`src/rtl/eirq_pkg.sv`:
```
package eirq_pkg;
   // Source field codes of the key-capable channel
   typedef enum logic [1:0] {
      SRC_PIN      = 2'b00,
      SRC_RESERVED = 2'b01,
      SRC_KEY_LO   = 2'b10,
      SRC_KEY_ALL  = 2'b11
   } src_sel_e;

   // Bit positions inside the configuration write word
   localparam int unsigned CFG_POL_BIT   = 0;
   localparam int unsigned CFG_SENSE_BIT = 1;
   localparam int unsigned CFG_SRC_LSB   = 2;
   localparam int unsigned CFG_W         = 4;
endpackage

```
`src/rtl/eirq_sync.sv`:
```
module eirq_sync #(
   parameter int unsigned W      = 1,
   parameter int unsigned STAGES = 2
) (
   input  logic         clk,
   input  logic         rst_n,
   input  logic [W-1:0] d,
   output logic [W-1:0] q
);
   if (STAGES < 2 || STAGES > 3) begin : g_bad_stages
      $error("eirq_sync: STAGES must be 2 or 3");
   end

   logic [W-1:0] stg_q [STAGES];

   always_ff @(posedge clk) begin
      if (!rst_n) begin
         for (int i = 0; i < STAGES; i++) stg_q[i] <= '0;
      end else begin
         stg_q[0] <= d;
         for (int i = 1; i < STAGES; i++) stg_q[i] <= stg_q[i-1];
      end
   end

   assign q = stg_q[STAGES-1];

   // Cycles since reset, saturating at the chain depth (checker support)
   logic [1:0] age_q;
   always_ff @(posedge clk) begin
      if (!rst_n)                    age_q <= '0;
      else if (age_q != 2'(STAGES))  age_q <= age_q + 2'd1;
   end

   AST_SYNC_LATENCY: assert property (@(posedge clk) disable iff (!rst_n)
      (age_q == 2'(STAGES)) |-> (q == $past(d, STAGES)));
endmodule

```
`src/rtl/eirq_cfg_regs.sv`:
```
module eirq_cfg_regs
   import eirq_pkg::*;
#(
   parameter int unsigned N_CH   = 5,
   parameter int unsigned KEY_CH = 3,
   parameter int unsigned SEL_W  = 3
) (
   input  logic             clk,
   input  logic             rst_n,
   input  logic             wr_en,
   input  logic [SEL_W-1:0] wr_sel,
   input  logic [CFG_W-1:0] wr_data,
   input  logic             unlock,
   output logic [N_CH-1:0]  level_o,
   output logic [N_CH-1:0]  pol_o,
   output logic [1:0]       key_sel_o,
   output logic [N_CH-1:0]  hit_o
);
   localparam int unsigned LOCK_CH = N_CH - 1;

   logic [N_CH-1:0] level_q;
   logic [N_CH-1:0] pol_q;
   logic [1:0]      key_sel_q;

   for (genvar i = 0; i < N_CH; i++) begin : g_hit
      if (i == LOCK_CH) begin : g_locked
         assign hit_o[i] = wr_en && (wr_sel == SEL_W'(i)) && unlock;
      end else begin : g_open
         assign hit_o[i] = wr_en && (wr_sel == SEL_W'(i));
      end
   end

   always_ff @(posedge clk) begin
      if (!rst_n) begin
         level_q   <= '0;
         pol_q     <= '0;
         key_sel_q <= SRC_PIN;
      end else begin
         for (int i = 0; i < N_CH; i++) begin
            if (hit_o[i]) begin
               level_q[i] <= wr_data[CFG_SENSE_BIT];
               pol_q[i]   <= wr_data[CFG_POL_BIT];
            end
         end
         if (hit_o[KEY_CH]) key_sel_q <= wr_data[CFG_SRC_LSB +: 2];
      end
   end

   assign level_o   = level_q;
   assign pol_o     = pol_q;
   assign key_sel_o = key_sel_q;

   AST_LOCK_HELD: assert property (@(posedge clk) disable iff (!rst_n)
      (wr_en && (wr_sel == SEL_W'(LOCK_CH)) && !unlock)
      |=> ($stable(level_q[LOCK_CH]) && $stable(pol_q[LOCK_CH])));
endmodule

```
`src/rtl/eirq_keymux.sv`:
```
module eirq_keymux
   import eirq_pkg::*;
#(
   parameter int unsigned N_KEY      = 5,
   parameter int unsigned KEY_NARROW = 4
) (
   input  logic [N_KEY-1:0] keys_s,
   input  logic             pol_low,
   input  logic [1:0]       key_sel,
   output logic             use_keys,
   output logic             src_off,
   output logic             key_any
);
   if (KEY_NARROW == 0 || KEY_NARROW >= N_KEY) begin : g_bad_narrow
      $error("eirq_keymux: KEY_NARROW must be between 1 and N_KEY-1");
   end

   logic [N_KEY-1:0] key_act;
   logic [N_KEY-1:0] key_mask;

   assign key_act = pol_low ? ~keys_s : keys_s;

   for (genvar k = 0; k < N_KEY; k++) begin : g_mask
      if (k < KEY_NARROW) begin : g_always
         assign key_mask[k] = 1'b1;
      end else begin : g_wide
         assign key_mask[k] = (key_sel == SRC_KEY_ALL);
      end
   end

   assign use_keys = key_sel[1];
   assign src_off  = (key_sel == SRC_RESERVED);
   assign key_any  = |(key_act & key_mask);
endmodule

```
`src/rtl/eirq_chan.sv`:
```
module eirq_chan (
   input  logic clk,
   input  logic rst_n,
   input  logic pin_s,
   input  logic level_mode,
   input  logic pol_low,
   input  logic use_alt,
   input  logic src_off,
   input  logic alt_act,
   input  logic cfg_hit,
   output logic req
);
   logic pin_act;
   logic act;
   logic act_q;
   logic mute_q;
   logic edge_hit;

   // Polarity folds both senses onto one "active" signal:
   // pin edges then always show up as active falling.
   assign pin_act  = pol_low ? ~pin_s : pin_s;
   assign act      = use_alt ? alt_act : pin_act;

   always_ff @(posedge clk) begin
      if (!rst_n) begin
         act_q  <= 1'b0;
         mute_q <= 1'b0;
      end else begin
         act_q  <= act;
         mute_q <= cfg_hit;
      end
   end

   assign edge_hit = use_alt ? (act & ~act_q) : (act_q & ~act);
   assign req      = ~src_off & (level_mode ? act : (edge_hit & ~mute_q));

   AST_EDGE_ONE_SHOT: assert property (@(posedge clk) disable iff (!rst_n)
      (req && !level_mode) |=> (!req || level_mode));
   AST_MUTE_AFTER_WRITE: assert property (@(posedge clk) disable iff (!rst_n)
      ($past(cfg_hit) && !level_mode) |-> !req);
endmodule

```
`src/rtl/eirq_detector.sv`:
```
module eirq_detector
   import eirq_pkg::*;
#(
   parameter int unsigned N_CH        = 5,
   parameter int unsigned KEY_CH      = 3,
   parameter int unsigned N_KEY       = 5,
   parameter int unsigned KEY_NARROW  = 4,
   parameter int unsigned SYNC_STAGES = 2,
   localparam int unsigned SEL_W      = (N_CH > 1) ? $clog2(N_CH) : 1
) (
   input  logic             clk,
   input  logic             rst_n,
   input  logic [N_CH-1:0]  irq_pin,
   input  logic [N_KEY-1:0] key_in,
   input  logic             cfg_wr_en,
   input  logic [SEL_W-1:0] cfg_wr_sel,
   input  logic [CFG_W-1:0] cfg_wr_data,
   input  logic             cfg_unlock,
   output logic [N_CH-1:0]  req_set
);
   if (N_CH < 2)       begin : g_bad_nch  $error("eirq_detector: N_CH must be at least 2");  end
   if (KEY_CH >= N_CH) begin : g_bad_kch  $error("eirq_detector: KEY_CH out of range");      end

   logic [N_CH-1:0]  pin_s;
   logic [N_KEY-1:0] keys_s;
   logic [N_CH-1:0]  level_v;
   logic [N_CH-1:0]  pol_v;
   logic [N_CH-1:0]  hit_v;
   logic [1:0]       key_sel;

   eirq_sync #(.W(N_CH), .STAGES(SYNC_STAGES)) u_pin_sync (
      .clk(clk), .rst_n(rst_n), .d(irq_pin), .q(pin_s));

   eirq_sync #(.W(N_KEY), .STAGES(SYNC_STAGES)) u_key_sync (
      .clk(clk), .rst_n(rst_n), .d(key_in), .q(keys_s));

   eirq_cfg_regs #(.N_CH(N_CH), .KEY_CH(KEY_CH), .SEL_W(SEL_W)) u_cfg (
      .clk(clk), .rst_n(rst_n),
      .wr_en(cfg_wr_en), .wr_sel(cfg_wr_sel), .wr_data(cfg_wr_data),
      .unlock(cfg_unlock),
      .level_o(level_v), .pol_o(pol_v), .key_sel_o(key_sel), .hit_o(hit_v));

   for (genvar i = 0; i < N_CH; i++) begin : g_ch
      if (i == KEY_CH) begin : g_keyed
         logic use_keys;
         logic src_off;
         logic key_any;

         eirq_keymux #(.N_KEY(N_KEY), .KEY_NARROW(KEY_NARROW)) u_keymux (
            .keys_s(keys_s), .pol_low(pol_v[i]), .key_sel(key_sel),
            .use_keys(use_keys), .src_off(src_off), .key_any(key_any));

         eirq_chan u_chan (
            .clk(clk), .rst_n(rst_n), .pin_s(pin_s[i]),
            .level_mode(level_v[i]), .pol_low(pol_v[i]),
            .use_alt(use_keys), .src_off(src_off), .alt_act(key_any),
            .cfg_hit(hit_v[i]), .req(req_set[i]));
      end else begin : g_plain
         eirq_chan u_chan (
            .clk(clk), .rst_n(rst_n), .pin_s(pin_s[i]),
            .level_mode(level_v[i]), .pol_low(pol_v[i]),
            .use_alt(1'b0), .src_off(1'b0), .alt_act(1'b0),
            .cfg_hit(hit_v[i]), .req(req_set[i]));
      end
   end

   AST_RESERVED_SILENT: assert property (@(posedge clk) disable iff (!rst_n)
      (key_sel == SRC_RESERVED) |-> !req_set[KEY_CH]);
endmodule

```
`config.mk`:
```
export PLATFORM = sky130hd
export DESIGN_NAME = eirq_detector
export DESIGN_NICKNAME = d
export VERILOG_FILES = /design/src/rtl/eirq_pkg.sv /design/src/rtl/eirq_sync.sv /design/src/rtl/eirq_cfg_regs.sv /design/src/rtl/eirq_keymux.sv /design/src/rtl/eirq_chan.sv /design/src/rtl/eirq_detector.sv
export SDC_FILE = /design/constraint.sdc
export NUM_CORES = 1
export LEC_CHECK = 0
export ABC_CLOCK_PERIOD_IN_PS = 1640
export BUFFER_PORTS_ARGS = -buffer_cell sky130_fd_sc_hd__buf_4
export CAP_MARGIN = 15
export CORE_MARGIN = 1.5
export CORE_UTILIZATION = 53
export CTS_CLUSTER_DIAMETER = 30
export CTS_CLUSTER_SIZE = 8
export DETAILED_ROUTE_END_ITERATION = 10
export PLACE_DENSITY = 0.76
export SLEW_MARGIN = 20
export SYNTH_ARGS = -nofsm -noshare
export SYNTH_HDL_FRONTEND = slang
export SYNTH_SLANG_ARGS = --single-unit
export TNS_END_PERCENT = 30
```
`constraint.sdc`:
```
create_clock -name clk -period 1.64 [get_ports clk]
set_input_delay 0.164 -clock clk [delete_from_list [all_inputs] [get_ports clk]]
set_output_delay 0.164 -clock clk [all_outputs]
set_load 0.005 [all_outputs]
```
Word-level counts from Yosys, hierarchy flattened
Memory sizes are Yosys's and may differ from the RTL's. Index checks and enable logic that the tools add are counted.

Register bits after elaboration: 22. Memory bits (writable): 20. Input port bits: 21. Output and inout bits: 5. Word-level logic and storage cells: 91. Memories kept: 2.

Memory list: u_key_sync.stg_q (depth 2, bits a word 5, rd ports 2, clocked after memory_dff 0, wr ports 2, RTL line eirq_sync.sv:14) `logic [W-1:0] stg_q [STAGES];`; u_pin_sync.stg_q (depth 2, bits a word 5, rd ports 2, clocked after memory_dff 0, wr ports 2, RTL line eirq_sync.sv:14).

Equality and inequality tests: 6. Muxes and demuxes: 19. Bitwise gates (word level): 35. Reductions and logical operators: 8.

Operators by type and width (number): two-way mux 5 bit (5); NOT 1 bit (17); two-way mux 1 bit (14); bitwise AND 1 bit (12); equality test 3 x 2 -> 1 bit, second input constant (2); logical AND 1 bit (6); bitwise AND 5 bit (1); NOT 5 bit (1); OR reduction 5 bit (1); bitwise OR 1 bit (4); equality test 3 x 1 -> 1 bit, second input constant (1); equality test 3 bit, second input constant (1); logical NOT 3 bit (1); equality test 2 x 1 -> 1 bit, second input constant (1); equality test 2 bit, second input constant (1).

Longest topological paths before layout
An unclocked memory read counts as a cell.

Depth after elaboration: 12. Mapped depth: 5. Mapped depth without buffers: 4.

By module
A second synthesis with hierarchy kept.

Cells, all modules: 176. Area, all modules: 1702.9 um^2.

By module, submodules not included: eirq_sync (instances 2, cells an instance 25, area each 300.3 um^2, seq. area each 200.2 um^2); eirq_chan (instances 5, cells an instance 13, area each 108.9 um^2, seq. area each 40.0 um^2); eirq_cfg_regs (instances 1, cells an instance 52, area each 499.2 um^2, seq. area each 240.2 um^2); eirq_keymux (instances 1, cells an instance 8, area each 55.1 um^2, seq. area each 0.0 um^2); eirq_detector (instances 1, cells an instance 1, area each 3.8 um^2, seq. area each 0.0 um^2).

Least setup slack after synthesis
Ideal clock, no wire load.

Path type: reg2out. Start: register u_cfg.key_sel_q[1], in the netlist u_cfg.key_sel_o[1]. End: output req_set[3]. Arrival: 1.209 ns. Data required time: 1.476 ns. Path slack: 0.267 ns. Stages on the path, launching flop included: 6. Path buffers: 1. Cells stage by stage: dfxtp_1 and3_1 o32a_1 a31oi_1 o22ai_1 buf_4.

Cells in the longest elaborated chain, start to end: 10. Elaborated cells on any way between the ends: 13. Those cells by class: eq/ne (2); mux (3); bitwise (7); reduce/logical (1).

Ends and longest elaborated chain: start, declared (RTL line eirq_cfg_regs.sv:23) `logic [1:0] key_sel_q;`; start signal, assigned (RTL line eirq_cfg_regs.sv:45) `if (hit_o[KEY_CH]) key_sel_q <= wr_data[CFG_SRC_LSB +: 2];`; equality test 2 bit (RTL line eirq_keymux.sv:27) `assign key_mask[k] = (key_sel == SRC_KEY_ALL);`; bitwise AND 5 bit (RTL line eirq_keymux.sv:33) `assign key_any = |(key_act & key_mask);`; OR reduction 5 bit (RTL line eirq_keymux.sv:33); two-way mux 1 bit (RTL line eirq_chan.sv:22) `assign act = use_alt ? alt_act : pin_act;`; NOT 1 bit (RTL line eirq_chan.sv:34) `assign edge_hit = use_alt ? (act & ~act_q) : (act_q & ~act);`; bitwise AND 1 bit (RTL line eirq_chan.sv:34); two-way mux 1 bit (RTL line eirq_chan.sv:34); bitwise AND 1 bit (RTL line eirq_chan.sv:35) `assign req = ~src_off & (level_mode ? act : (edge_hit & ~mute_q));`; two-way mux 1 bit (RTL line eirq_chan.sv:35); bitwise AND 1 bit * (RTL line eirq_chan.sv:35); end, declared (RTL line eirq_detector.sv:19) `output logic [N_CH-1:0] req_set`.

Every way passes the cells marked *; elsewhere a longest branch is shown, timed or not.

Final worst setup path
Ends and elaborated chain as after synthesis.

==> impl_metrics.ini <==
[logic_synthesis]
syn_nets = 161
yosys.area.top_type_share_pct = 56.0
ys_warn_count = 0
ys_seq_elements = 42
avgSynthCellArea_um2 = 10.7
seq_area_frac_synth_pct = 56.0
synthTopCellsByArea = dfxtp_1 56%, and2_1 11%, mux2i_1 8.7%
ys_async_sr_fraction_pct = 0
syn_area_um2 = 1500
synth_cells = 140
synth_top_area_cell = dfxtp_1
ys.flop_type = dfxtp_1
synth-edff-count = 0
yosysUniqueCellTypes = 30

[floorplan]
core_um2 = 2730
initial_core_util_pct = 55.0
rows = 19
dieArea_um2 = 3160
io-pin-count = 26
die_w_um = 56.2
die_h_um = 56.2

[detailed_routing]
viasPerCell = 5.15
drt-wirelength-per-cell_um = 12.7
drt_wl_total_um = 2590
drtIter0Drc = 46
drtAntennaViolNets = 0
firstDrtPassIters = 4
vias = 1050
drcViolationCount = 0

[critical_path]
r2r_cells = 10
reg2reg_slack_ns = -0.09
rr_startpoint = u_cfg.key_sel_o[1]$_SDFFE_PN0P_
cp-end-kind = primary output
critPathRequiredTime_ns = 1.48
start_kind = flip-flop
cp.arrival_ns = 1.65
path_max_fanout = 7
crit_type = reg -> out
r2r_end = g_ch[3].g_keyed.u_chan.act_q$_SDFF_PN0_

[timing]
maxSlewHeadroom_pct = 65.6
tightestPinTransition_ns = 0.516
drv_slew = 0
fmax_ghz = 0.552
hold_viol_final = 0
rsz0062_at_grt = yes
layout_min_cycle_time_ns = 1.81
whs_ns = 0.0238
fin_crit_sh_pct = 110
finalSetupViolCount = 2
skew_ns = 0.0118
fin_ws_ns = -0.172

[power]
power_leakage_nw = 0.845
irDropWorstVdd_v = 0.000796
powerDensity_nw_per_um2 = 942

[final_layout]
mostFrequentLayoutCells = 40 x dfxtp_1, 27 x buf_4, 26 x and2_1
fin_util_pct = 67.5
n_fill_cell = 216
syn2layout_area_growth_pct = 22.8
nets = 193
insertedDiodeCount = 0
drive_gt1_share_pct = 27.7
final_common_cell = dfxtp_1
instances_no_fill = 204

[placement]
numPortBuffers = 25
place_ws_ns = 0.164
dp_hpwl_um = 1720
placed_cells = 188
place.gp.congestion = 0.812

[worst_hold_path]
holdPathStages = 2
worstHoldEndpoint = u_key_sync.stg_q[0][0]$_SDFF_PN0_
hp-class = in -> reg
min-delay-start = key_in[0]

[clock_tree]
cts_buffers = 5
clock_sinks = 42
htreeDepth = 2
cts_tree = built
clock-root-buffer = clkbuf_4
path_clk_slew_ns = 0.12
insertion_delay_ns = 0.35
clk_path_buf_depth = 2

[global_routing]
grt_max_degree = 28
overflow = 0
grt_pass1_vias = 1008
grt_antenna_before_repair = 0
grt_pass1_wl_um = 4340
grt.total_usage_pct = 18.1

[outcome]
violations = negative setup slack
status = complete, but fails checks

[flow_run]
cap_violations = 0
[metrics by stage]
stage	instance area [um2]	TNS (ns)	power, mW
2_1_floorplan	1500	0	1.16
3_3_place_gp	1680	0	1.21
3_5_place_dp	1680	0	1.22
4_1_cts	1820	-0.149	1.75
5_1_grt	1850	-0.373	1.83
6_report	1850	-0.260	1.74
[kinds of logic after synthesis]
logic type	count (synthesis)	synth area share, %
mux	13	8.66
compound gates	9	4.16
flops	42	56.0
simple gates	63	25.4
buf+inv	9	3.50
xor+xnor	4	2.33
[power breakdown]
group | total [mW] | internal (mW) | leakage, nW | switching (mW)
clock network | 0.515 | 0.208 | 0.0353 | 0.307
registers | 1.07 | 1.05 | 0.345 | 0.0152
logic | 0.154 | 0.0936 | 0.465 | 0.0602
total | 1.74 | 1.36 | 0.845 | 0.383
[registers in the layout (all words and copies together), names as in the netlist]
| register | cells |
|---|---|
| g_ch.g_keyed.u_chan.act_q | 1 |
| g_ch.g_keyed.u_chan.mute_q | 1 |
| g_ch.g_plain.u_chan.act_q | 4 |
| g_ch.g_plain.u_chan.mute_q | 4 |
| u_cfg.key_sel_o | 2 |
| u_cfg.level_o | 5 |
| u_cfg.pol_o | 5 |
| u_key_sync.stg_q | 10 |
| u_pin_sync.stg_q | 10 |
[worst max-delay path by stage]
stage,slack [ns],depth (start not counted),start,to
after floorplan,0.27,5,u_cfg.key_sel_o[1]$_SDFFE_PN0P_,req_set[3]
after global placement,0.24,5,u_cfg.key_sel_o[1]$_SDFFE_PN0P_,req_set[3]
after detailed placement,0.16,5,u_cfg.key_sel_o[1]$_SDFFE_PN0P_,req_set[3]
after CTS,-0.12,5,u_cfg.key_sel_o[1]$_SDFFE_PN0P_,req_set[3]
after global routing,-0.23,5,u_cfg.key_sel_o[0]$_SDFFE_PN0P_,req_set[3]
final,-0.17,5,u_cfg.key_sel_o[1]$_SDFFE_PN0P_,req_set[3]
[what timing repair did]
item | CTS | global route
gates resized for setup | 9 | 2
pin swaps | 2 | 0
setup endpoints to repair | 1 | 3
hold endpoints to repair | 0 | 1
hold buffers | 0 | 1
setup buffers | 7 | 0
[layer usage]
| layer | wire length (um) | up-vias | track usage (%) |
|---|---|---|---|
| met1 | 1220 | 484 | 21.6 |
| met3 | 97 | 8 | 4.65 |
| met2 | 1210 | 27 | 28.6 |
| li1 | - | 531 | - |
| met4 | 63 | 0 | 11.9 |
| met5 | 0 | - | 0 |
[layout make-up]
| class | count | area (um2) | area share [%] |
|---|---|---|---|
| timing repair buffer | 33 | 269 | 14.6 |
| clock buffer | 7 | 55.1 | 2.98 |
| tap | 31 | 38.8 | 2.10 |
| clock inverter | 1 | 5.00 | 0.271 |
| multi-input combinational | 89 | 628 | 34.0 |
| sequential | 42 | 846 | 45.8 |
| inverter | 1 | 3.75 | 0.203 |
[synthesized netlist by cell type (2+ instances only)]
library cell	number
mux2i_1	13
and3_1	2
a21o_1	3
nor2_1	18
clkbuf_1	3
nor2b_1	2
xor2_1	3
and2_1	26
and4bb_2	2
dfxtp_1	42
buf_4	5
nor4b_1	3
[worst max-delay path, stage by stage, from the launching register on]
cell     delay (ns)
dfxtp_4        0.39
and3_4         0.15
o32a_1         0.31
a31oi_2        0.20
o22ai_1        0.11
buf_4          0.14
Power figures use the tool's default switching activity.
